--- src/rtl/wsched_pkg.sv ---
package wsched_pkg;

  // Next candidate index in a circular search of n slots.
  function automatic int unsigned wrap_next(int unsigned base, int unsigned step,
                                            int unsigned n);
    return (base + step) % n;
  endfunction

  // Ports left without a grant in one cycle.
  function automatic int unsigned idle_ports(int unsigned ports, int unsigned granted);
    return ports - granted;
  endfunction

endpackage

--- src/rtl/wsched_slot.sv ---
module wsched_slot #(
  parameter int LAT_W = 9
) (
  input  logic             clk,
  input  logic             rst_n,
  input  logic             admit_hit,
  input  logic             retire_hit,
  input  logic             stall_hit,
  input  logic [LAT_W-1:0] stall_lat,
  output logic             resident,
  output logic             eligible
);
  logic [LAT_W-1:0] cnt_q;
  logic             res_q;

  always_ff @(posedge clk) begin
    if (!rst_n) begin
      res_q <= 1'b0;
      cnt_q <= '0;
    end else if (admit_hit) begin
      res_q <= 1'b1;
      cnt_q <= '0;
    end else if (retire_hit) begin
      res_q <= 1'b0;
      cnt_q <= '0;
    end else if (stall_hit && res_q) begin
      cnt_q <= stall_lat;
    end else if (cnt_q != '0) begin
      cnt_q <= cnt_q - 1'b1;
    end
  end

  assign resident = res_q;
  assign eligible = res_q && (cnt_q == '0);

  AST_STALL_BLOCKS: assert property (@(posedge clk) disable iff (!rst_n)
    (res_q && stall_hit && !retire_hit && !admit_hit && stall_lat != '0) |=> !eligible);
  AST_STALL_RELEASE: assert property (@(posedge clk) disable iff (!rst_n)
    (res_q && cnt_q == LAT_W'(1) && !stall_hit && !retire_hit) |=> eligible);
  AST_IDLE_SLOT_STAYS_FREE: assert property (@(posedge clk) disable iff (!rst_n)
    (!res_q && !admit_hit) |=> !resident);
  AST_RETIRE_FREES: assert property (@(posedge clk) disable iff (!rst_n)
    (retire_hit && !admit_hit) |=> !resident);
endmodule

--- src/rtl/wsched_arbiter.sv ---
module wsched_arbiter #(
  parameter int NUM_WARPS = 64,
  parameter int NUM_PORTS = 2,
  localparam int WID_W = $clog2(NUM_WARPS)
) (
  input  logic                       clk,
  input  logic                       rst_n,
  input  logic [NUM_WARPS-1:0]       elig,
  output logic [NUM_PORTS-1:0]       grant_valid,
  output logic [NUM_PORTS*WID_W-1:0] grant_id
);
  import wsched_pkg::*;

  // stage[p] holds the warps still on offer to port p.
  logic [NUM_WARPS-1:0] stage [NUM_PORTS+1];
  logic [NUM_WARPS-1:0] grant_or;

  assign stage[0] = elig;

  for (genvar p = 0; p < NUM_PORTS; p++) begin : g_port
    logic [WID_W-1:0] last_q;
    logic [WID_W-1:0] pick;
    logic             found;

    always_comb begin
      int unsigned j;
      found = 1'b0;
      pick  = '0;
      for (int unsigned k = 1; k <= 32'(NUM_WARPS); k++) begin
        j = wrap_next(32'(last_q), k, 32'(NUM_WARPS));
        if (!found && stage[p][j]) begin
          found = 1'b1;
          pick  = WID_W'(j);
        end
      end
    end

    assign stage[p+1] = found ? (stage[p] & ~(NUM_WARPS'(1) << pick)) : stage[p];
    assign grant_valid[p] = found;
    assign grant_id[p*WID_W +: WID_W] = pick;

    always_ff @(posedge clk) begin
      if (!rst_n)     last_q <= WID_W'(NUM_WARPS - 1);
      else if (found) last_q <= pick;
    end

    AST_GRANT_READY: assert property (@(posedge clk) disable iff (!rst_n)
      found |-> elig[pick]);
    AST_NO_WASTED_PORT: assert property (@(posedge clk) disable iff (!rst_n)
      !found |-> (stage[p] == '0));
  end

  always_comb begin
    grant_or = '0;
    for (int p = 0; p < NUM_PORTS; p++)
      if (grant_valid[p]) grant_or = grant_or | (NUM_WARPS'(1) << grant_id[p*WID_W +: WID_W]);
  end

  AST_NO_DUP_GRANT: assert property (@(posedge clk) disable iff (!rst_n)
    $countones(grant_or) == $countones(grant_valid));
endmodule

--- src/rtl/warp_issue_sched.sv ---
module warp_issue_sched #(
  parameter int NUM_WARPS = 64,
  parameter int NUM_PORTS = 2,
  parameter int LAT_W     = 9,
  parameter int IDLE_W    = 32,
  localparam int WID_W    = $clog2(NUM_WARPS)
) (
  input  logic                       clk,
  input  logic                       rst_n,
  input  logic                       admit_req,
  output logic                       admit_ok,
  output logic [WID_W-1:0]           admit_slot,
  input  logic                       retire_valid,
  input  logic [WID_W-1:0]           retire_id,
  input  logic                       stall_valid,
  input  logic [WID_W-1:0]           stall_id,
  input  logic [LAT_W-1:0]           stall_lat,
  output logic [NUM_PORTS-1:0]       issue_valid,
  output logic [NUM_PORTS*WID_W-1:0] issue_warp,
  output logic [IDLE_W-1:0]          idle_count
);
  import wsched_pkg::*;

  function automatic logic [WID_W-1:0] lowest_free(logic [NUM_WARPS-1:0] freem);
    logic [WID_W-1:0] r;
    r = '0;
    for (int i = NUM_WARPS - 1; i >= 0; i--)
      if (freem[i]) r = WID_W'(i);
    return r;
  endfunction

  logic [NUM_WARPS-1:0] resident, eligible;
  logic [NUM_WARPS-1:0] admit_hit, retire_hit, stall_hit;
  logic [NUM_WARPS-1:0] free_mask;
  logic [IDLE_W-1:0]    idle_step;

  assign free_mask  = ~resident;
  assign admit_ok   = admit_req && (free_mask != '0);
  assign admit_slot = lowest_free(free_mask);
  assign admit_hit  = admit_ok ? (NUM_WARPS'(1) << admit_slot) : '0;
  assign retire_hit = retire_valid ? (NUM_WARPS'(1) << retire_id) : '0;
  assign stall_hit  = stall_valid ? (NUM_WARPS'(1) << stall_id) : '0;

  for (genvar w = 0; w < NUM_WARPS; w++) begin : g_slot
    wsched_slot #(.LAT_W(LAT_W)) u_slot (
      .clk       (clk),
      .rst_n     (rst_n),
      .admit_hit (admit_hit[w]),
      .retire_hit(retire_hit[w]),
      .stall_hit (stall_hit[w]),
      .stall_lat (stall_lat),
      .resident  (resident[w]),
      .eligible  (eligible[w])
    );
  end

  wsched_arbiter #(.NUM_WARPS(NUM_WARPS), .NUM_PORTS(NUM_PORTS)) u_arb (
    .clk        (clk),
    .rst_n      (rst_n),
    .elig       (eligible),
    .grant_valid(issue_valid),
    .grant_id   (issue_warp)
  );

  assign idle_step = IDLE_W'(idle_ports(32'(NUM_PORTS), 32'($countones(issue_valid))));

  always_ff @(posedge clk) begin
    if (!rst_n) idle_count <= '0;
    else        idle_count <= idle_count + idle_step;
  end

  AST_FULL_REFUSE: assert property (@(posedge clk) disable iff (!rst_n)
    (admit_req && (&resident)) |-> !admit_ok);
  AST_ADMIT_FREE_SLOT: assert property (@(posedge clk) disable iff (!rst_n)
    admit_ok |-> !resident[admit_slot]);
  AST_ADMIT_LANDS: assert property (@(posedge clk) disable iff (!rst_n)
    admit_ok |=> resident[$past(admit_slot)]);
  AST_IDLE_BOUNDED: assert property (@(posedge clk) disable iff (!rst_n)
    1'b1 |=> (IDLE_W'(idle_count - $past(idle_count)) <= IDLE_W'(NUM_PORTS)));
endmodule

--- config.mk ---
export PLATFORM = sky130hd
export DESIGN_NAME = warp_issue_sched
export DESIGN_NICKNAME = d
export VERILOG_FILES = /design/src/rtl/wsched_pkg.sv /design/src/rtl/wsched_slot.sv /design/src/rtl/wsched_arbiter.sv /design/src/rtl/warp_issue_sched.sv
export SDC_FILE = /design/constraint.sdc
export NUM_CORES = 2
export LEC_CHECK = 0
export BUFFER_PORTS_ARGS = -buffer_cell sky130_fd_sc_hd__clkbuf_2
export CAP_MARGIN = 30
export CORE_AREA = 2 2 264 461
export DETAILED_ROUTE_END_ITERATION = 16
export DIE_AREA = 0 0 266 463
export GPL_TIMING_DRIVEN = 0
export PLACE_DENSITY = 0.83
export SYNTH_ARGS = -nofsm -noshare
export SYNTH_HDL_FRONTEND = slang
export SYNTH_HIERARCHICAL = 1
export SYNTH_SLANG_ARGS = --single-unit
export TNS_END_PERCENT = 1
--- constraint.sdc ---
create_clock -name clk -period 14.75 [get_ports clk]
set_input_delay 0.7375 -clock clk [delete_from_list [all_inputs] [get_ports clk]]
set_output_delay 0.7375 -clock clk [all_outputs]
set_load 0.1 [all_outputs]
==> results of run 1 <==
[logic make-up after synthesis]
group	after synthesis	share of synthesized area [%]
compound gates	2608	24.9
fa+ha+maj	103	1.82
mux	541	11.2
xor+xnor	383	4.72
buf+inv	896	4.91
simple gates	4504	33.3
flops	684	19.2
[metrics by stage]
step                      hold WS [ns]  util [%]
after floorplan                  0.460         -
after global placement           0.468      61.6
after detailed placement         0.474      63.0
after CTS                        0.484      67.5
[Yosys cell counts (102+ instances only)]
cell type	count
mux4_2	195
and2_1	281
dfxtp_1	684
o21a_1	154
nor3_1	202
nand2b_1	115
a22oi_1	112
xnor2_1	361
mux2i_1	269
a21oi_1	571
nor2b_1	184
o211ai_1	146
buf_1	113
nand2_1	843
ha_1	102
nand4_1	309
clkbuf_1	379
nand3_1	776
o21ai_0	457
o31ai_1	183
nor2_1	1018
nor4_1	225
inv_1	324
or4_1	151
[what timing repair did]
| item | 4_1_cts |
|---|---|
| endpoints found under the setup margin | 45 |
| buffers inserted | 119 |
| resized for setup | 550 |
| pin swaps | 75 |
[layer usage]
metal,overflow,global-route usage (%)
met1,32,81.0
met2,986,98.6
met3,38,70.9
met4,528,83.8
met5,9,42.0
==> run metrics, run 1 <==
Area after DPL 75200 um^2; CTS Hold Bufs 0; gr ovfl total 1593; synth top area cells dfxtp_1 (19%), mux4_2 (6.2%), nand3_1 (5.5%); synth unique cells 114; Error [ERROR GRT-0116] Global routing finished with congestion. Check the congestion regions in the DRC Viewer.; Initial Util 59.7%; largest net degree at the start of global routing 136; CTS Buffer Depth 3; post-synth top area cell dfxtp_1; Netlist Area Pre-Place 71300 um^2; flops & latches, synth 684; TritonCTS Buffers 66; Stopped at global routing; vias in the first global route 104019; FP Rows 168; first-pass GRT wire length 792 mm; placed wire-length estimate 313 mm; io pins 79; pre-CTS setup slack -6.21 ns; number of synthesized flops with an enable pin 0; Post-Syn Area per Cell 7.33 um^2; Root Buffer clkbuf_16; Async S/R FF share, synth 0%; Cells after DPL 11469; final RePlAce weighted congestion 1.37; syn nets 9848; I/O Buffers 77; Die H 463 um; Total Routing Usage GR 83.1%; Ys Warns 6; register area share after synthesis 19.2%; H-tree Lvls 3; chip width 266 um; Primary FF master, synth dfxtp_1; Mapped Cells 9719; top cell type's share of synthesized area 19.2%; status aborted with a tool error; CTS Sinks 684
==> run 2: changes to the inputs <==
--- a/config.mk
+++ b/config.mk
@@ -7,11 +7,11 @@
 export LEC_CHECK = 0
 export BUFFER_PORTS_ARGS = -buffer_cell sky130_fd_sc_hd__clkbuf_2
 export CAP_MARGIN = 30
-export CORE_AREA = 2 2 264 461
+export CORE_AREA = 2 2 426 428
 export DETAILED_ROUTE_END_ITERATION = 16
-export DIE_AREA = 0 0 266 463
+export DIE_AREA = 0 0 428 430
 export GPL_TIMING_DRIVEN = 0
-export PLACE_DENSITY = 0.83
+export PLACE_DENSITY_LB_ADDON = 0.15
 export SYNTH_ARGS = -nofsm -noshare
 export SYNTH_HDL_FRONTEND = slang
 export SYNTH_HIERARCHICAL = 1
==> run 2 against run 1 <==
Net effect: the flow now finishes, with violations (negative setup slack); synthesized area unchanged; synthesized cell count is the same.
==> run metrics, run 2 <==
status finished, violations left; failing checks negative setup slack; Total Routing Usage GR 44.5%; Max FO, Critical Path 10; CTS Buffer Depth 3; TritonCTS Buffers 82; Hold Fails Final Rpt 0; first-pass GRT wire length 603 mm; max reg flops 576; placed wire-length estimate 329 mm; CP startpoint u_arb/g_port[1].last_q[0]$_SDFFE_PN1P_; HP Class in -> reg; Ys Warns 6; Iter 0 DRT Violations 12423; Primary FF master, synth dfxtp_1; final RePlAce weighted congestion 1.15; Final setup violation count 10; CTS tree built; Crit path required time 14.01 ns; Initial Util 39.6%; Async S/R FF share, synth 0%; Crit-path slowest cell or4_4; R2R Setup Slk -0.08 ns; antenna violations before repair 29; Largest Register g_slot.u_slot/cnt_q; io pins 79; flops & latches, synth 684; gr ovfl total 0; critical path's most frequent cell clkbuf_2; part of the cycle the worst path needs 102%; Die H 430 um; final net count 10413; DRT antenna net count 0; post-synth top area cell dfxtp_1; vias in the first global route 81064; top cell type's share of synthesized area 19.2%; routed wire length 431 mm; most common cell after layout, fill and taps aside nor2_1; largest net degree at the start of global routing 116; most common cell in the netlist nor2_1; number of synthesized flops with an enable pin 0; area of the die 184000 um^2; crit end category output pin; Worst slew margin 18.9%; Area Growth Syn to Fin 20.2%; Post-Syn Area per Cell 7.33 um^2; Arr. time, crit path 14.36 ns; Netlist Area Pre-Place 71300 um^2; final setup margin -0.346 ns; Pre-antenna DRT Iters 12; synth cell count leaders nor2_1 (1018), nand2_1 (843), nand3_1 (776); Worst R2R Start u_arb/g_port[0].last_q[1]$_SDFFE_PN1N_; worst slew pin tran 1.21 ns; type of the worst setup path reg -> out; chip width 428 um; Clock Skew 0.0430 ns; Slew Limit Fails 0; Cells after DPL 12335; CTS Sinks 684; delay of the slowest critical-path stage 0.60 ns; Wirelength per Cell 33.8 um; FP Rows 156; layout cells sized above 1 17.4%; synth top area cells dfxtp_1 (19%), mux4_2 (6.2%), nand3_1 (5.5%); most frequent cells in the layout nor2_1 (998), nand2_1 (827), nand3_1 (757); clock-pin slew on the worst setup and hold paths 0.05 ns; H-tree Lvls 3; Worst Hold Launch rst_n; syn nets 9848; Post-route DRC 0; Via density 7.01; CP Launch Type flop; I/O Buffers 77; Final Instance Count excl. Fillers 12734; f_max 0.0662 GHz; Mapped Cells 9719; Core ar. 180000 um^2; synth unique cells 114; register area share after synthesis 19.2%; maxcap violations 0; via count 89325; post-route minimum period 15.10 ns; Root Buffer clkbuf_16; worst skew pair latency 0.71 ns
-- run 2: cell families (layout without fill, tap and decap cells) --
kind of cell             after synthesis  after routing  share of synthesized area [%]
XOR/XNOR                             383            383                           4.72
AO/OA/AOI/OAI                       2608           2608                           24.9
multiplexers                         541            541                           11.2
other                                  0             18                              0
AND/OR/NAND/NOR                     4504           4505                           33.3
buffers and inverters                896           1522                           4.91
flip-flops                           684            684                           19.2
adder cells (fa/ha/maj)              103            103                           1.82
-- run 2: metrics by stage --
stage	TNS [ns]	hold WS, ns	worst slack, ns	cell area (um^2)	util (%)
floorplan	0	0.460	0.116	71300	-
global placement	-360.41	0.474	-8.87	74600	41.5
detailed placement	-245.16	0.475	-6.36	76700	42.7
CTS	-0.144	0.368	-0.0558	83100	46.2
global route	-0.145	0.396	-0.0419	85600	47.6
finish	-1.88	0.401	-0.346	85600	47.6
-- run 2: worst paths after layout --
kind / cells past startpoint / to
worst min-delay path: 2 / u_arb/g_port[1].last_q[4]$_SDFFE_PN1P_
worst min register to register: 2 / g_slot[27].u_slot/cnt_q[8]$_SDFFE_PP0P_
worst max register to register: 52 / idle_count[22]$_SDFF_PN0_
worst max-delay path: 40 / issue_warp[11]
-- run 2: per-layer routing --
metal  share of wire, %  vias to the layer above  GRT usage (%)
li1                   -                    38111              -
met5              0.080                        -              0
met2                 40                     6219           64.5
met4                9.2                       20           31.8
met3                 13                     1925           15.5
met1                 38                    43050           54.7
-- run 2: area by class of cell --
class	count	area [um^2]
tap	2370	2970
clock inverter	23	303
clock buffer	123	2420
sequential	684	13700
antenna	18	45.0
timing repair buffer	508	4620
buffer	534	2690
fill	18119	94100
inverter	334	1270
multi-input combinational	8140	57600
-- run 2: critical path: cells and delay by family (launching register included) --
family          cells  cell delay, ns
buf+inv            22            8.47
mux                 1            0.30
flops               1            0.34
fa+ha+maj           1            0.49
simple gates        4            1.47
compound gates     12            2.49
-- run 2: timing repair --
item                                    in CTS  in global routing
resized for setup                          634                367
setup buffers                              143                100
pin swaps                                   89                101
hold buffers                                 0                  0
endpoints found under the setup margin      45                 34
gates cloned                                 0                  1
Power of run 2 is not shown: default switching activity piles up to over one toggle a cycle in this logic, so the estimate is an artifact.
